--- src/rtl/flash_cmd_decoder.sv ---
module flash_cmd_decoder #(
  parameter int          AW     = 18,
  parameter int          SW     = 5,
  parameter logic [7:0]  MFR_ID = 8'h1C,
  parameter logic [7:0]  DEV_ID = 8'h92
) (
  input  logic              clk,
  input  logic              rst_n,
  input  logic              ce_n,
  input  logic              we_n,
  input  logic [AW-1:0]     addr,
  input  logic [7:0]        din,
  input  logic              busy,
  input  logic [(1<<SW)-1:0] sect_prot,
  output logic              mode_read,
  output logic              mode_id,
  output logic [7:0]        id_data,
  output logic              prog_req,
  output logic [AW-1:0]     prog_addr,
  output logic [7:0]        prog_data,
  output logic              chip_erase_req,
  output logic              sector_erase_req,
  output logic [SW-1:0]     sector_idx,
  output logic              suspend_req,
  output logic              resume_req
);

  typedef enum logic [3:0] {
    S_IDLE, S_U1, S_U2, S_ID, S_PSET, S_ESET, S_E1, S_E2, S_SERA, S_SUSP
  } st_t;

  st_t st, nst;
  logic [1:0] ce_sy, we_sy;
  logic act_q, busy_q;
  logic [AW-1:0] a_lat;
  logic g_prog, g_chip, g_sect, g_susp, g_res;

  wire act     = ~ce_sy[1] & ~we_sy[1];
  wire start   = act & ~act_q;
  wire fin     = ~act & act_q;
  wire hit555  = a_lat[11:0] == 12'h555;
  wire hitAAA  = a_lat[11:0] == 12'hAAA;
  wire in_era  = (st == S_SERA) || (st == S_SUSP);
  wire exec    = fin && (!busy || in_era);

  always_ff @(posedge clk or negedge rst_n)
    if (!rst_n) begin
      ce_sy <= 2'b11; we_sy <= 2'b11; act_q <= 1'b0; busy_q <= 1'b0;
      a_lat <= '0;
    end else begin
      ce_sy  <= {ce_sy[0], ce_n};
      we_sy  <= {we_sy[0], we_n};
      act_q  <= act;
      busy_q <= busy;
      if (start) a_lat <= addr;
    end

  always_comb begin
    nst = st;
    g_prog = 1'b0; g_chip = 1'b0; g_sect = 1'b0; g_susp = 1'b0; g_res = 1'b0;
    if (exec)
      case (st)
        S_IDLE: if (hit555 && din == 8'hAA) nst = S_U1;
        S_U1:   nst = (hitAAA && din == 8'h55) ? S_U2 : S_IDLE;
        S_U2: begin
          nst = S_IDLE;
          if (hit555)
            case (din)
              8'h90:   nst = S_ID;
              8'hA0:   nst = S_PSET;
              8'h80:   nst = S_ESET;
              default: nst = S_IDLE;
            endcase
        end
        S_ID:   if (din == 8'hF0) nst = S_IDLE;
        S_PSET: begin nst = S_IDLE; g_prog = 1'b1; end
        S_ESET: nst = (hit555 && din == 8'hAA) ? S_E1 : S_IDLE;
        S_E1:   nst = (hitAAA && din == 8'h55) ? S_E2 : S_IDLE;
        S_E2: begin
          nst = S_IDLE;
          if (hit555 && din == 8'h10) g_chip = 1'b1;
          else if (din == 8'h30) begin g_sect = 1'b1; nst = S_SERA; end
        end
        S_SERA: if (din == 8'hB0) begin g_susp = 1'b1; nst = S_SUSP; end
        S_SUSP: if (din == 8'h30) begin g_res = 1'b1; nst = S_SERA; end
        default: nst = S_IDLE;
      endcase
    if (st == S_SERA && nst == S_SERA && busy_q && !busy) nst = S_IDLE;
  end

  always_ff @(posedge clk or negedge rst_n)
    if (!rst_n) begin
      st <= S_IDLE;
      prog_req <= 1'b0; chip_erase_req <= 1'b0; sector_erase_req <= 1'b0;
      suspend_req <= 1'b0; resume_req <= 1'b0;
      prog_addr <= '0; prog_data <= '0; sector_idx <= '0;
    end else begin
      st <= nst;
      prog_req <= g_prog; chip_erase_req <= g_chip; sector_erase_req <= g_sect;
      suspend_req <= g_susp; resume_req <= g_res;
      if (g_prog) begin prog_addr <= a_lat; prog_data <= din; end
      if (g_sect) sector_idx <= a_lat[AW-1 -: SW];
    end

  wire [7:0] off = addr[7:0];
  assign mode_id   = st == S_ID;
  assign mode_read = !mode_id && st != S_SERA;
  assign id_data   = !mode_id      ? 8'h00 :
                     off == 8'h00  ? MFR_ID :
                     off == 8'h01  ? DEV_ID :
                     off == 8'h02  ? {7'b0, sect_prot[addr[AW-1 -: SW]]} : 8'h00;


  req_onehot_chk: assert property (@(posedge clk) disable iff (!rst_n)
    $onehot0({prog_req, chip_erase_req, sector_erase_req, suspend_req, resume_req}));

  req_pulse_chk: assert property (@(posedge clk) disable iff (!rst_n)
    prog_req |=> !prog_req);

  busy_ignore_chk: assert property (@(posedge clk) disable iff (!rst_n)
    (busy && fin && !in_era) |=> (st == $past(st)) && !prog_req && !chip_erase_req);

  prog_src_chk: assert property (@(posedge clk) disable iff (!rst_n)
    prog_req |-> $past(st) == S_PSET);

  sect_state_chk: assert property (@(posedge clk) disable iff (!rst_n)
    sector_erase_req |-> st == S_SERA);

  susp_state_chk: assert property (@(posedge clk) disable iff (!rst_n)
    suspend_req |-> st == S_SUSP);

  res_state_chk: assert property (@(posedge clk) disable iff (!rst_n)
    resume_req |-> st == S_SERA);

endmodule

--- config.mk ---
export PLATFORM = sky130hd
export DESIGN_NAME = flash_cmd_decoder
export DESIGN_NICKNAME = d
export VERILOG_FILES = /design/src/rtl/flash_cmd_decoder.sv
export SDC_FILE = /design/constraint.sdc
export NUM_CORES = 1
export LEC_CHECK = 0
export BUFFER_PORTS_ARGS = -buffer_cell sky130_fd_sc_hd__buf_2
export CORE_AREA = 2 2 79 81
export DETAILED_ROUTE_END_ITERATION = 12
export DIE_AREA = 0 0 81 83
export PLACE_DENSITY = 0.82
export SYNTH_ARGS = -nofsm -noshare
export SYNTH_HDL_FRONTEND = slang
export SYNTH_SLANG_ARGS = --single-unit
--- constraint.sdc ---
create_clock -name clk -period 3.9 [get_ports clk]
set_input_delay 0.78 -clock clk [delete_from_list [all_inputs] [get_ports clk]]
set_output_delay 0.78 -clock clk [all_outputs]
set_load 0.05 [all_outputs]
### Yosys cells after proc, flatten, opt, wreduce, memory -nomap -nowiden

Index checks and enable logic that the tools add are counted.

* order comparisons: 1
* eq/ne operators: 24
* multiplexer cells: 34
* bitwise operators: 7
* reductions and logical operators: 14

Operator list (count)
* $eq A8 B8 Y1 const B: 6
* $pmux W4 S9: 1
* $mux W4: 8
* $mux W8: 3
* $eq A4 B3 Y1 const B: 4
* $mux W1: 16
* $eq A12 B11 Y1 const B: 1
* $eq A12 B12 Y1 const B: 1
* $eq A4 B4 Y1 const B: 3
* $mux W3: 3
* $pmux W3 S3: 1
* $eq A4 B2 Y1 const B: 2
* $eq A8 B1 Y1 const B: 1
* $eq A8 B2 Y1 const B: 1
* $eq A8 B5 Y1 const B: 1
* $eq A8 B6 Y1 const B: 1
* $eq A8 B7 Y1 const B: 1
* $logic_and A1 B1 Y1: 8
* $logic_not A8 Y1: 1
* $lt A5 B6 Y1 const B: 1
* $bmux W1 S5: 1
* $eq A4 B1 Y1 const B: 1
* $logic_not A4 Y1: 1
* $ne A4 B4 Y1 const B: 1
* 5 further kinds: 12

* flip-flop bits (word level): 64
* bits of input ports: 63
* output and inout port bits: 46
* logic and storage cells: 94

### Longest topological paths before layout

* depth after elaboration: 11
* gate-level depth with buffers: 8
* gate-level depth less buffers: 5

### Worst setup path after synthesis

OpenSTA, ideal clock, no wires.

* kind: input-to-output
* start point: input addr[13]
* end point: output id_data[0]
* arrival: 3.453 ns
* data required time: 3.120 ns
* path slack: -0.333 ns
* stages on the path: 5
* buffers on the path: 1
* cells stage by stage: buf_2 > mux4_2 > mux2i_1 > mux4_2 > nor4b_1

* word-level cells in the longest chain between the ends: 6

Ends and longest elaborated chain
* from (decl): RTL line 11 `input logic [AW-1:0] addr,`
* $bmux W1 S5: RTL line 111 `off == 8'h02 ? {7'b0, sect_prot[addr[AW-1 -: SW]]} : 8'h00;`
* $mux W1 (not written as such): RTL line 111
* $mux W1: RTL line 111
* $mux W8: RTL line 110 `off == 8'h01 ? DEV_ID :`
* $mux W8: RTL line 109 `off == 8'h00 ? MFR_ID :`
* $mux W8: RTL line 108 `assign id_data = !mode_id ? 8'h00 :`
* to (decl): RTL line 17 `output logic [7:0] id_data,`

Every way passes these cells. The select of a mux whose other input is x is not followed.

### Worst setup path after layout

Same ends and word-level chain as after synthesis.

==> flow_metrics.env <==
export IMPL_synthArstFlopShare=1.00
export IMPL_yosys_top_cells_area="dfrtp_1 49%, mux2_2 15%, mux4_2 6.6%"
export IMPL_clkTransAtPathRegs_ns=0.07
export IMPL_postCtsSetupRepairBufs=0
export IMPL_clock_latency_ns=0.34
export IMPL_p_clk_frac=0.251
export IMPL_grt_util_all_layers=0.220
export IMPL_synth_ff_type="dfrtp_1"
export IMPL_drive_gt1_frac=0.566
export IMPL_pwr_share_comb=0.369
export IMPL_syn_mean_instance_area_um2=13.8
export IMPL_path_delay_family="multiplexers"
export IMPL_yosys_warnings=0
export IMPL_wl_per_cell_um=16.9
export IMPL_ir_worst_vdd_mv=0.427
export IMPL_htreeDepth=3
export IMPL_finalClockSkew_ns=0.00659
export IMPL_numCtsBuffers=9
export IMPL_rsz0062_at_grt="false"
export IMPL_die_x_um=81
export IMPL_crit_buf_inv=2
export IMPL_swShare=0.400
export IMPL_path_depth=6
export IMPL_r2r_slack_ns=1.17
export IMPL_cts_repair_resize_count=0
export IMPL_synth_edff_count=0
export IMPL_power_internal_w=0.00150
export IMPL_drc=0
export IMPL_cp_slowest_cell="mux4_2"
export IMPL_cp_endpoint="id_data[0]"
export IMPL_cp_max_fo=9
export IMPL_die_area_um2=6720
export IMPL_power_leakage_nw=1.87
export IMPL_dp_hpwl_mm=5.23
export IMPL_rows=28
export IMPL_grt_pass1_vias=2343
export IMPL_hold_violations=0
export IMPL_postLayoutCoreUtil=0.659
export IMPL_portBuffers=106
export IMPL_status="complete, no violations"
export IMPL_cp_arrival_ns=2.42
export IMPL_post_synth_top_area_cell="dfrtp_1"
export IMPL_p_sw_w=0.000999
export IMPL_root_buffer="clkbuf_8"
export IMPL_grt_max_degree=42
export IMPL_final_cell_mix="106 x buf_2, 60 x dfrtp_1, 41 x mux2_2"
export IMPL_ctsLongestPathBuffers=2
export IMPL_cts_tree="done"
export IMPL_synth_area_um2=3070
export IMPL_worstPathRequired_ns=3.12
export IMPL_slowest_delay_ns=0.48
export IMPL_dr_pass1_iters=5
export IMPL_reg2reg_to="prog_addr[16]"
export IMPL_cp_end_kind="output port"
export IMPL_syn_to_final_growth_pct=24.8
export IMPL_relSlewSlack=0.420
export IMPL_vias=2269
export IMPL_postRouteAntennaNets=0
export IMPL_routed_wl_mm=6.91
export IMPL_fp_dieH_um=83
export IMPL_ff2ff_path_depth=5
export IMPL_finalWeightedCongestion=0.842
export IMPL_worstPathCellList="buf_2 -> mux4_2 -> mux2i_1 -> mux4_2 -> nor4b_2 -> buf_2"
export IMPL_ys_ff_latch=64
export IMPL_fin_crit_sh=0.820
export IMPL_final_max_slew_violation_count=0
export IMPL_cts_sinks=64
export IMPL_via_per_inst=5.55
export IMPL_final_common_cell="buf_2"
export IMPL_crit_reg2reg_launch="st[1]"
export IMPL_hold_class="register to register"
export IMPL_initial_core_util=0.528
export IMPL_worstSetupPathType="input port to output port"
export IMPL_pin_count=109
export IMPL_design_core_area_um2=5820
export IMPL_grt_antenna_before_repair=0
export IMPL_drt_iter0_markers=110
export IMPL_grt_overflow=0
export IMPL_crit_path_start_kind="input port"
export IMPL_grt_pass1_wl_mm=11.2
export IMPL_fin_tns_setup_ns=0
export IMPL_cp_startpoint="addr[13]"
export IMPL_netlist_area_leader_share=0.489
export IMPL_fin_nets=392
export IMPL_p_seq_frac=0.380
export IMPL_syn_inst=223
export IMPL_hold_buffers=0
export IMPL_max_cap_violations=0
export IMPL_finalSetupViolations=0
export IMPL_max_freq_mhz=313
export IMPL_ys_types=44
export IMPL_post_route_min_period_ns=3.20
export IMPL_antenna_cells=0
export IMPL_worst_slew_pin_slew_ns=0.870
export IMPL_p_per_area_nw_per_um2=651
export IMPL_yosysSeqAreaShare=0.523
[worst min path at each step]
stage                     startpoint  endpoint  cells past startpoint
after global routing        we_sy[0]  we_sy[1]                      0
after CTS                   we_sy[0]  we_sy[1]                      0
after floorplan             ce_sy[0]  ce_sy[1]                      0
after detailed placement    we_sy[0]  we_sy[1]                      0
after global placement      ce_sy[0]  ce_sy[1]                      0
final                       we_sy[0]  we_sy[1]                      0
[Yosys cell counts (2+ instances only)]
master and instances:
mux2_2 41, o21ai_0 5, inv_1 2, nand2_1 7
dfstp_2 4, buf_4 5, mux2_4 5, buf_6 3
nor3_1 7, dfrtp_1 60, nand4b_1 3, nor4_1 6
clkbuf_1 4, buf_8 2, nor4bb_1 3, mux2_1 3
nand3_1 5, and2b_1 2, mux4_2 9, nor4b_1 2
nand4_1 3, and3_1 2, or4bb_1 3, nor2_1 10
mux2i_1 5, nand2b_1 4
[power by group through the flow]
stage | combinational (W) | clock, W | sequential, W
after global placement | 0.000910 | 0 | 0.000949
final | 0.000920 | 0.000626 | 0.000949
after global routing | 0.000965 | 0.000668 | 0.000973
after floorplan | 0.000274 | 0 | 0.00137
after CTS | 0.000929 | 0.000639 | 0.000950
after detailed placement | 0.000926 | 0 | 0.000960
[worst reg2reg max path, delay by kind of cell, from the launching register on]
| family | cells | cell delay (ns) |
|---|---|---|
| AND/OR/NAND/NOR | 2 | 1.00 |
| flip-flops | 1 | 0.47 |
| AO/OA/AOI/OAI | 1 | 0.41 |
| multiplexers | 1 | 0.38 |
| buffers and inverters | 1 | 0.36 |
[layout make-up]
cell class,instances,area [um^2]
clock buffer,10,138
clock inverter,6,82.6
fill,484,1990
inverter,2,7.51
multi-input combinational,143,1350
sequential,64,1610
tap,75,93.8
timing repair buffer,109,553
[kinds of logic after synthesis]
| kind of cell | Yosys count | share of synthesized area |
|---|---|---|
| flops | 64 | 0.523 |
| mux | 63 | 0.268 |
| simple gates | 63 | 0.127 |
| buf+inv | 17 | 0.0420 |
| compound gates | 15 | 0.0383 |
| other cells | 1 | 0.00122 |
[per-layer routing]
layer | routed length (um) | share of wire | vias up | GRT usage
met4 | 187 | 0.027 | 0 | 0.102
met5 | 0 | 0 | - | 0
met3 | 453 | 0.066 | 20 | 0.0707
met1 | 2860 | 0.41 | 1116 | 0.281
li1 | - | - | 1045 | -
met2 | 3400 | 0.49 | 88 | 0.338
[per-stage QoR]
stage / instances / hold slack [ns] / power (W) / worst slack (ns) / area (um^2)
5_1_grt: 409 / 0.372 / 0.00261 / 0.644 / 3830
3_5_place_dp: 393 / 0.353 / 0.00189 / 0.699 / 3610
2_1_floorplan: 224 / 0.345 / 0.00165 / 0.192 / 3080
6_report: 409 / 0.365 / 0.00249 / 0.701 / 3830
4_1_cts: 409 / 0.364 / 0.00252 / 0.699 / 3830
3_3_place_gp: 393 / 0.346 / 0.00186 / 0.743 / 3610
[flip-flops by register name, indices dropped and copies added, names as in the netlist, 2 cells and up]
name and count:
sector_idx 5, prog_data 8, st 4, ce_sy 2
prog_addr 18, we_sy 2, a_lat 18
(Power assumes the default switching activity.)
